## src/rtl/msi_cap_pkg.sv

```systemverilog
package msi_cap_pkg;

    typedef struct packed {
        logic       en;
        logic [2:0] mme;
    } msi_ctrl_t;

    localparam logic [31:0] ADDR_LO_WMASK = 32'hFFFF_FFFC;

    // number of dwords implemented for a given option set
    function automatic logic [2:0] dword_count(input bit a64, input bit pvm);
        return 3'd3 + (a64 ? 3'd1 : 3'd0) + (pvm ? 3'd2 : 3'd0);
    endfunction

    function automatic logic [2:0] data_dword(input bit a64);
        return a64 ? 3'd3 : 3'd2;
    endfunction

    // bit mask covering 2**lg vectors
    function automatic logic [31:0] span_of(input logic [2:0] lg);
        if (lg >= 3'd5) return 32'hFFFF_FFFF;
        return (32'd1 << (32'd1 << lg)) - 32'd1;
    endfunction

    function automatic logic [31:0] lane_mask(input logic [3:0] be);
        logic [31:0] m;
        for (int i = 0; i < 4; i++) m[8*i +: 8] = {8{be[i]}};
        return m;
    endfunction

    function automatic logic [31:0] merge_w(input logic [31:0] old,
                                            input logic [31:0] wd,
                                            input logic [3:0]  be,
                                            input logic [31:0] wmask);
        logic [31:0] m;
        m = lane_mask(be) & wmask;
        return (old & ~m) | (wd & m);
    endfunction

endpackage

```

## src/rtl/msi_ctrl_reg.sv

```systemverilog
module msi_ctrl_reg
    import msi_cap_pkg::*;
#(
    parameter logic [2:0] MMC = 3'd3
) (
    input  logic       clk,
    input  logic       rst,
    input  logic       ctrl_we,
    input  logic       wr_en_bit,
    input  logic [2:0] wr_mme,
    input  logic       cap_hit,
    output msi_ctrl_t  ctrl_q,
    output msi_ctrl_t  ctrl_nxt
);

    always_comb begin
        ctrl_nxt = ctrl_q;
        if (ctrl_we) begin
            ctrl_nxt.en  = wr_en_bit;
            ctrl_nxt.mme = wr_mme;
        end
        // pull an oversized allocation back while enabled
        if (cap_hit && ctrl_nxt.en && (ctrl_nxt.mme > MMC))
            ctrl_nxt.mme = MMC;
    end

    always_ff @(posedge clk) begin
        if (rst) ctrl_q <= '0;
        else     ctrl_q <= ctrl_nxt;
    end

    AST_EN_CLAMPED: assert property (@(posedge clk) disable iff (rst)
        ctrl_q.en |-> (ctrl_q.mme <= MMC)) else $error("allocation above capable while enabled");

endmodule

```

## src/rtl/msi_msg_regs.sv

```systemverilog
module msi_msg_regs
    import msi_cap_pkg::*;
#(
    parameter bit ADDR64 = 1'b1
) (
    input  logic        clk,
    input  logic        rst,
    input  logic        we_lo,
    input  logic        we_hi,
    input  logic        we_data,
    input  logic [3:0]  be,
    input  logic [31:0] wdata,
    output logic [63:0] addr,
    output logic [15:0] data
);

    logic [31:0] lo_q;
    logic [31:0] hi_q;
    logic [15:0] data_q;

    always_ff @(posedge clk) begin
        if (rst) begin
            lo_q   <= '0;
            data_q <= '0;
        end else begin
            if (we_lo) lo_q <= merge_w(lo_q, wdata, be, ADDR_LO_WMASK);
            if (we_data) begin
                if (be[0]) data_q[7:0]  <= wdata[7:0];
                if (be[1]) data_q[15:8] <= wdata[15:8];
            end
        end
    end

    generate
        if (ADDR64) begin : g_hi
            always_ff @(posedge clk) begin
                if (rst)        hi_q <= '0;
                else if (we_hi) hi_q <= merge_w(hi_q, wdata, be, 32'hFFFF_FFFF);
            end
        end else begin : g_no_hi
            assign hi_q = '0;
        end
    endgenerate

    assign addr = {hi_q, lo_q};
    assign data = data_q;

    AST_DATA_HOLD: assert property (@(posedge clk) disable iff (rst)
        (!$past(rst) && !$past(we_data)) |-> $stable(data_q)) else $error("data moved without write");
    AST_ADDR_HOLD: assert property (@(posedge clk) disable iff (rst)
        (!$past(rst) && !$past(we_lo)) |-> $stable(lo_q)) else $error("address moved without write");

endmodule

```

## src/rtl/msi_vec_regs.sv

```systemverilog
module msi_vec_regs
    import msi_cap_pkg::*;
#(
    parameter bit PV_MASK = 1'b1,
    parameter int NUM_VEC = 8
) (
    input  logic               clk,
    input  logic               rst,
    input  logic               we_mask,
    input  logic [3:0]         be,
    input  logic [31:0]        wdata,
    input  logic [NUM_VEC-1:0] pend_set,
    input  logic [NUM_VEC-1:0] pend_clr,
    input  logic               trim,
    input  logic [2:0]         trim_log2,
    output logic [31:0]        mask_q,
    output logic [31:0]        pend_q
);

    localparam logic [2:0]  CAP_LOG2 = 3'($clog2(NUM_VEC));
    localparam logic [31:0] CAP_SPAN = span_of(CAP_LOG2);

    generate
        if (PV_MASK) begin : g_mask
            logic [31:0] set32;
            logic [31:0] clr32;
            logic [31:0] pend_n;

            assign set32 = 32'(pend_set);
            assign clr32 = 32'(pend_clr);

            always_comb begin
                pend_n = (pend_q & ~clr32) | (set32 & CAP_SPAN);
                if (trim) pend_n = pend_n & span_of(trim_log2);
            end

            always_ff @(posedge clk) begin
                if (rst) begin
                    mask_q <= '0;
                    pend_q <= '0;
                end else begin
                    if (we_mask) mask_q <= merge_w(mask_q, wdata, be, CAP_SPAN);
                    pend_q <= pend_n;
                end
            end

            AST_PEND_NO_SPURIOUS: assert property (@(posedge clk) disable iff (rst)
                !$past(rst) |-> ((pend_q & ~$past(pend_q) & ~$past(set32)) == 32'h0)) else $error("pending rose without set");
            AST_PEND_TRIMMED: assert property (@(posedge clk) disable iff (rst)
                (!$past(rst) && $past(trim)) |-> ((pend_q & ~span_of($past(trim_log2))) == 32'h0)) else $error("pending outside allocation");
        end else begin : g_nomask
            assign mask_q = '0;
            assign pend_q = '0;
        end
    endgenerate

endmodule

```

## src/rtl/msi_cap_regfile.sv

```systemverilog
module msi_cap_regfile
    import msi_cap_pkg::*;
#(
    parameter bit ADDR64       = 1'b1,
    parameter bit PER_VEC_MASK = 1'b1,
    parameter int NUM_VEC      = 8
) (
    input  logic               clk,
    input  logic               rst,
    input  logic [2:0]         cfg_idx,
    input  logic               cfg_wr,
    input  logic [3:0]         cfg_be,
    input  logic [31:0]        cfg_wdata,
    output logic [31:0]        cfg_rdata,
    input  logic [NUM_VEC-1:0] pend_set,
    input  logic [NUM_VEC-1:0] pend_clr,
    output logic               msi_en,
    output logic [2:0]         alloc_log2,
    output logic [63:0]        msg_addr,
    output logic [15:0]        msg_data,
    output logic [NUM_VEC-1:0] vec_mask,
    output logic [NUM_VEC-1:0] vec_pend,
    output logic               intx_disable
);

    localparam logic [2:0] MMC     = 3'($clog2(NUM_VEC));
    localparam logic [2:0] DWN     = dword_count(ADDR64, PER_VEC_MASK);
    localparam logic [2:0] DATA_DW = data_dword(ADDR64);
    localparam logic [2:0] MASK_DW = DATA_DW + 3'd1;
    localparam logic [2:0] PEND_DW = DATA_DW + 3'd2;

    logic        in_range;
    logic        hit;
    msi_ctrl_t   ctrl_q;
    msi_ctrl_t   ctrl_nxt;
    logic [31:0] mask_q;
    logic [31:0] pend_q;
    logic [15:0] ctrl_word;

    assign in_range = (cfg_idx < DWN);
    assign hit      = cfg_wr && in_range && (cfg_be != 4'b0000);

    msi_ctrl_reg #(.MMC(MMC)) i_ctrl (
        .clk       (clk),
        .rst       (rst),
        .ctrl_we   (hit && (cfg_idx == 3'd0) && cfg_be[2]),
        .wr_en_bit (cfg_wdata[16]),
        .wr_mme    (cfg_wdata[22:20]),
        .cap_hit   (hit),
        .ctrl_q    (ctrl_q),
        .ctrl_nxt  (ctrl_nxt)
    );

    msi_msg_regs #(.ADDR64(ADDR64)) i_msg (
        .clk     (clk),
        .rst     (rst),
        .we_lo   (hit && (cfg_idx == 3'd1)),
        .we_hi   (hit && ADDR64 && (cfg_idx == 3'd2)),
        .we_data (hit && (cfg_idx == DATA_DW)),
        .be      (cfg_be),
        .wdata   (cfg_wdata),
        .addr    (msg_addr),
        .data    (msg_data)
    );

    msi_vec_regs #(.PV_MASK(PER_VEC_MASK), .NUM_VEC(NUM_VEC)) i_vec (
        .clk       (clk),
        .rst       (rst),
        .we_mask   (hit && (cfg_idx == MASK_DW)),
        .be        (cfg_be),
        .wdata     (cfg_wdata),
        .pend_set  (pend_set),
        .pend_clr  (pend_clr),
        .trim      (hit && ctrl_nxt.en),
        .trim_log2 (ctrl_nxt.mme),
        .mask_q    (mask_q),
        .pend_q    (pend_q)
    );

    assign ctrl_word = {7'b0, 1'(PER_VEC_MASK), 1'(ADDR64), ctrl_q.mme, MMC, ctrl_q.en};

    always_comb begin
        cfg_rdata = '0;
        if (in_range) begin
            if (cfg_idx == 3'd0)                cfg_rdata = {ctrl_word, 16'h0000};
            else if (cfg_idx == 3'd1)           cfg_rdata = msg_addr[31:0];
            else if (ADDR64 && cfg_idx == 3'd2) cfg_rdata = msg_addr[63:32];
            else if (cfg_idx == DATA_DW)        cfg_rdata = {16'h0000, msg_data};
            else if (cfg_idx == MASK_DW)        cfg_rdata = mask_q;
            else if (cfg_idx == PEND_DW)        cfg_rdata = pend_q;
        end
    end

    assign msi_en       = ctrl_q.en;
    assign alloc_log2   = ctrl_q.mme;
    assign intx_disable = ctrl_q.en;
    assign vec_mask     = mask_q[NUM_VEC-1:0];
    assign vec_pend     = pend_q[NUM_VEC-1:0];

endmodule

```

## config.mk

```make
export PLATFORM = sky130hd
export DESIGN_NAME = msi_cap_regfile
export DESIGN_NICKNAME = d
export VERILOG_FILES = /design/src/rtl/msi_cap_pkg.sv /design/src/rtl/msi_ctrl_reg.sv /design/src/rtl/msi_msg_regs.sv /design/src/rtl/msi_vec_regs.sv /design/src/rtl/msi_cap_regfile.sv
export SDC_FILE = /design/constraint.sdc
export NUM_CORES = 1
export LEC_CHECK = 0
export ABC_AREA = 1
export BUFFER_PORTS_ARGS = -buffer_cell sky130_fd_sc_hd__buf_2
export CORE_MARGIN = 2
export CORE_UTILIZATION = 32
export DETAILED_ROUTE_END_ITERATION = 8
export HOLD_SLACK_MARGIN = 0.05
export PLACE_DENSITY = 0.57
export SYNTH_ARGS = -nofsm -noshare
export SYNTH_HDL_FRONTEND = slang
export SYNTH_SLANG_ARGS = --single-unit
```

## constraint.sdc

```tcl
create_clock -name clk -period 2.3 [get_ports clk]
set_input_delay 0.115 -clock clk [delete_from_list [all_inputs] [get_ports clk]]
set_output_delay 0.115 -clock clk [all_outputs]
set_load 0.03 [all_outputs]
```

==> Word level (Yosys, flattened, before mapping) <==
Cells that the tools add are included.
{ "totals": {"register_bits": 148, "latchBits": 0, "ramBits": 0, "rom_bits": 0, "inputBits": 58, "mem_count": 0} }
{ "classes": {"addsub": 1, "mul": 0, "div": 0, "n_lt_le_gt_ge": 3, "n_eq_ne": 5, "shift": 2, "mux": 15, "bitwise": 16, "reduce_logical": 14} }
{ "op_table": {"columns": ["op", "count"], "rows": [
  ["$mux 32", 11],
  ["$and 32x32->32", 7],
  ["$or 32x32->32", 3],
  ["$not 32->32", 2],
  ["$not 8->32", 2],
  ["$and 32x8->32", 1],
  ["$or 32x8->32", 1],
  ["$shl 1x3->32 const A", 1],
  ["$shl 1x32->32 const A", 1],
  ["$sub 32x1->32 const B", 1],
  ["$logic_and 1x1->1", 10],
  ["$eq 3x2->1 const B", 2],
  ["$eq 3x3->1 const B", 2],
  ["$mux 4", 1],
  ["$reduce_and 2->1", 2],
  ["$reduce_bool 4->1", 1],
  ["$eq 3x1->1 const B", 1],
  ["$ge 3x3->1 const B", 1],
  ["$gt 3x2->1 const B", 1],
  ["$logic_not 3->1", 1],
  ["$lt 3x3->1 const B", 1],
  ["$mux 3", 1],
  ["$mux 1", 2]
]} }

==> Logic depth before layout (Yosys ltp) <==
{ "logic_depth": {"ltp_word": 16, "depth_mapped": 14} }

==> Cells and area by module <==
Synthesis repeated with hierarchy kept, for this count alone.
{ "unflattened": {"cells_unflattened": 1008, "area_unflattened_um2": 6387.4} }
{ "by_module_without_submodules": {"columns": ["mod", "n_inst", "cells_per_inst", "area_per_inst_um2", "seq_area_each_um2"], "rows": [
  ["msi_msg_regs", 1, 500, 3213.1, 1561.5],
  ["msi_vec_regs", 1, 207, 1644.1, 800.8],
  ["msi_cap_regfile", 1, 274, 1328.8, 0.0],
  ["msi_ctrl_reg", 1, 27, 201.4, 80.1]
]} }

==> Worst setup path after synthesis <==
No wires, ideal clock.
{ "synth_path": {"kind": "input-to-reg", "from": "in cfg_be[0]", "to": "reg i_vec.pend_q[2]", "setup_time_ps": 115, "t_arrival_ps": 1527, "slack_ps": 657, "path_stages": 13, "path_buffers": 0, "path_cell_list": "nor2_1 > nand2_1 > nand2_2 > o21ai_0 > nand2_2 > inv_2 > nor2_4 > nand2_1 > ha_1 > nand2_1 > nand2_1 > o21ai_0 > inv_1"} }
{ "synth_between": {"elab_chain_cells": 15, "word_cells_on_any_way": 19, "classes_between": "add/sub (1); order compare (2); shift (2); mux (7); bitwise (1); reduce/logical (6)"} }
{ "synth_lines": {"columns": ["element", "line", "text"], "rows": [
  ["from (decl)", "msi_cap_regfile.sv:12", "input logic [3:0] cfg_be,"],
  ["$reduce_bool 4->1 (*)", "msi_cap_regfile.sv:41", "assign hit = cfg_wr && in_range && (cfg_be != 4'b0000);"],
  ["$logic_and 1x1->1 (*)", "msi_cap_regfile.sv:41", null],
  ["$logic_and 1x1->1 (2 in series)", "msi_cap_regfile.sv:46", ".ctrl_we (hit && (cfg_idx == 3'd0) && cfg_be[2]),"],
  ["$mux 4", "msi_ctrl_reg.sv:18", "if (ctrl_we) begin"],
  ["$gt 3x2->1 or $logic_and 1x1->1 (tied branches)", "msi_ctrl_reg.sv:23, msi_cap_regfile.sv:74", null],
  ["$logic_and 1x1->1", "msi_ctrl_reg.sv:23", "if (cap_hit && ctrl_nxt.en && (ctrl_nxt.mme > MMC))"],
  ["$mux 3", "msi_ctrl_reg.sv:23", null],
  ["$shl 1x3->32 or $ge 3x3->1 (tied branches)", "msi_cap_pkg.sv:22, msi_cap_pkg.sv:21", null],
  ["$shl 1x32->32 or $mux 1 (tied branches)", "msi_cap_pkg.sv:22, msi_cap_pkg.sv:21", null],
  ["$sub 32x1->32 or $mux 1 (tied branches)", "msi_cap_pkg.sv:22, msi_vec_regs.sv:34", null],
  ["$mux 32", "msi_cap_pkg.sv:22", "return (32'd1 << (32'd1 << lg)) - 32'd1;"],
  ["$mux 32", "msi_vec_regs.sv:34", "if (trim) pend_n = pend_n & span_of(trim_log2);"],
  ["$and 32x32->32", "msi_vec_regs.sv:34", null],
  ["$mux 32 (*)", "msi_vec_regs.sv:34", null],
  ["to (signal assigned)", "msi_vec_regs.sv:43", "pend_q <= pend_n;"],
  ["to (decl)", "msi_vec_regs.sv:17", "output logic [31:0] pend_q"]
]} }
Every way passes the cells marked *; elsewhere a longest branch is shown, timed or not. The select of a mux whose other input is x is not followed.
A chain may end at the register's enable or synchronous reset.

==> Worst setup path after layout <==
{ "layout_path": {"from": "in cfg_idx[0]", "to": "out cfg_rdata[3]"} }
{ "layout_between": {"elab_chain_cells": 8, "word_cells_on_any_way": 14, "classes_between": "order compare (1); eq/ne (5); mux (7); reduce/logical (1)"} }
{ "layout_lines": {"columns": ["element", "line", "text"], "rows": [
  ["from (decl)", "msi_cap_regfile.sv:10", "input logic [2:0] cfg_idx,"],
  ["$eq 3x3->1", "msi_cap_regfile.sv:90", "else if (cfg_idx == PEND_DW) cfg_rdata = pend_q;"],
  ["$mux 32", "msi_cap_regfile.sv:90", null],
  ["$mux 32", "msi_cap_regfile.sv:89", "else if (cfg_idx == MASK_DW) cfg_rdata = mask_q;"],
  ["$mux 32", "msi_cap_regfile.sv:88", "else if (cfg_idx == DATA_DW) cfg_rdata = {16'h0000, msg_data};"],
  ["$mux 32", "msi_cap_regfile.sv:87", "else if (ADDR64 && cfg_idx == 3'd2) cfg_rdata = msg_addr[63:32];"],
  ["$mux 32", "msi_cap_regfile.sv:86", "else if (cfg_idx == 3'd1) cfg_rdata = msg_addr[31:0];"],
  ["$mux 32", "msi_cap_regfile.sv:85", "if (cfg_idx == 3'd0) cfg_rdata = {ctrl_word, 16'h0000};"],
  ["$mux 32 (*)", "msi_cap_regfile.sv:84", "if (in_range) begin"],
  ["to (decl)", "msi_cap_regfile.sv:14", "output logic [31:0] cfg_rdata,"]
]} }
Every way passes the cells marked *; elsewhere a longest branch is shown, timed or not.

==> metrics <==
initial antenna violation count=0; Worst-path clk slew=50 ps; height of the die=133 um; Final Hold Fails=0; total die area=17,600 sq um; Yosys top cell by area=dfxtp_1; Setup Skew=5.99 ps; dpl ws=352 ps; Arr. time, crit path=1640 ps; setup TNS=0 ps; vias in the first global route=5,232; CTS tree=done; minimum clock period=1760 ps; Synth area leaders=dfxtp_1, nor2_1, o21ai_0; CTS H-tree lvls=4; first drt pass iteration count=5; DR vias/cell=4.66; Final Instance Area=7410 sq um; Antenna Violating Nets Remaining=0; top_reg_cell synth=dfxtp_1; maximum VDD drop=0.511 mV; starting density of the core=32.3%; Hold Crit Class=input port to flop; relative slew slack=60.4%; DP HPWL=13,000 um; Synth cell types=37; Final GP Congestion=0.848; Max FO, Critical Path=16; Final #Nets=1,021; cell row count=47; grt total ovfl=0; drt initial violations=222; first-pass GRT wire length=28,200 um; worst-case clock buffer depth=2; Die Wd=133 um; Placed Area=6420 sq um; number of clock buffers inserted by TritonCTS=17; Worst Path Required=2180 ps; status=finished, final reports clean; GRT Resource Usage Total=20.6%; share of the synthesized area in the top cell type=46.1%; number of flops mapped to enable cells by yosys=0; number of remaining DRC errors=0; met2 wire len=8350 um; Slew @ Worst Pin=594 ps; Routed WL=18,000 um; IO Pins=191; register area share after synthesis=46.1%; largest net degree at the start of global routing=44; Final Setup Violations=0; unrepaired setup endpoints after global routing=no; CTS sink cnt=122; layout cell share with drive strength beyond 1=28.4%; Post-Syn Instances=731; synthesized flop and latch total=122; Worst Setup Start Kind=input port; DR vias=5,562; Post-CTS Setup Repair Bufs=0; CP endpoint kind=output pin; DR top layer=met4; fin. max-slew vios=0; pwr dens=709 nW/um^2; count leader, synth=nor2_1; Mean Syn Cell Area=7.25 sq um; Post-Route M1 WL=8230 um; Worst Slack Setup Final=543 ps; final period utilization=76.4%; asr flop ratio synth=0%; core footprint=16,400 sq um; most frequent cells after synthesis=nor2_1, dfxtp_1, o21ai_0; wire length per cell=15.1 um; Max-Cap Viols=0; WHS=65.5 ps; crit path kind=input port to output pin; IO Port Bufs=188; FMAX=569 MHz; Yosys warnings=0; # diodes=0; Clock Tree Root=clkbuf_16; met3 WL=1090 um; area grow syn2layout=39.9%; Static Leak=3.54 nW; Mapped Area=5300 sq um; Worst-Skew Late Latency=410 ps
==> critical path, stage by stage <==
cell     delay (ps)
buf_2           110
inv_1            80
nor2_1          120
nand2_1          80
inv_1           450
nand2_1         190
a41oi_1         270
buf_2           240
==> cell families (layout without fill, tap and decap cells) <==
group           count (synthesis)  in the layout  share of synthesized area [%]
compound gates                181            181                           19.2
fa+ha+maj                       1              1                          0.236
buf+inv                       108            350                           8.79
flops                         122            122                           46.1
other cells                     2              3                          0.142
simple gates                  317            317                           25.5
==> stage by stage <==
stage / cells / power [W] / util (%)
2_1_floorplan: 732 / 0.00256 / -
4_1_cts: 1194 / 0.00529 / 45.2
6_report: 1194 / 0.00526 / 45.2
5_1_grt: 1194 / 0.00544 / 45.2
3_5_place_dp: 1119 / 0.00275 / 39.2
3_3_place_gp: 1119 / 0.00275 / 39.2
==> cell usage in the layout (no fill, tap or decap), drive strengths merged <==
cell type,count
a221oi,3
a211oi,2
a22oi,5
a21boi,4
clkinvlp,2
dfxtp,122
clkinv,6
nand3,11
nor2,223
nor3,1
o211ai,8
clkbuf,23
nand4,2
a21oi,35
conb,3
a31oi,3
nand2,79
a32oi,3
ha,1
nand3b,1
o22ai,5
dlygate4sd3,44
a41oi,3
bufinv,1
o21ai,107
o21bai,3
buf,200
inv,74
==> path summary, 6_finish.rpt <==
check                                                   start                            end  slack [ps]  cells past startpoint
worst min-delay path                              pend_set[7]     i_vec.pend_q[7]$_SDFF_PP0_          70                      4
worst max register to register     i_vec.pend_q[0]$_SDFF_PP0_     i_vec.pend_q[0]$_SDFF_PP0_         570                      4
worst max-delay path                               cfg_idx[0]                   cfg_rdata[3]         540                      8
worst min register to register  i_vec.pend_q[17]$_SDFFE_PP0P_  i_vec.pend_q[17]$_SDFFE_PP0P_         430                      2
==> layout make-up <==
cell class / instances / area (sq um)
clock buffer: 23 / 478
clock inverter: 8 / 70.1
fill: 1676 / 8990
multi-input combinational: 502 / 2390
inverter: 75 / 282
tap: 220 / 275
sequential: 122 / 2440
timing repair buffer: 244 / 1470
==> layer usage <==
layer / global-route usage [%] / up-vias
li1: - / 2812
met1: 26.6 / 2530
met2: 33.6 / 198
met3: 5.25 / 22
met4: 6.57 / 0
met5: 0 / -
==> what timing repair did <==
item,CTS,global route
gates resized for setup,0,0
hold buffers,44,0
endpoints found under the hold margin,96,0
==> report_power, final <==
| part | switching, W | total (W) | internal [W] | leakage [nW] |
|---|---|---|---|---|
| sequential | 0.0000304 | 0.00218 | 0.00215 | 0.987 |
| clock | 0.000941 | 0.00249 | 0.00155 | 0.269 |
| combinational | 0.000383 | 0.000580 | 0.000196 | 2.28 |
Power figures use the tool's default switching activity.
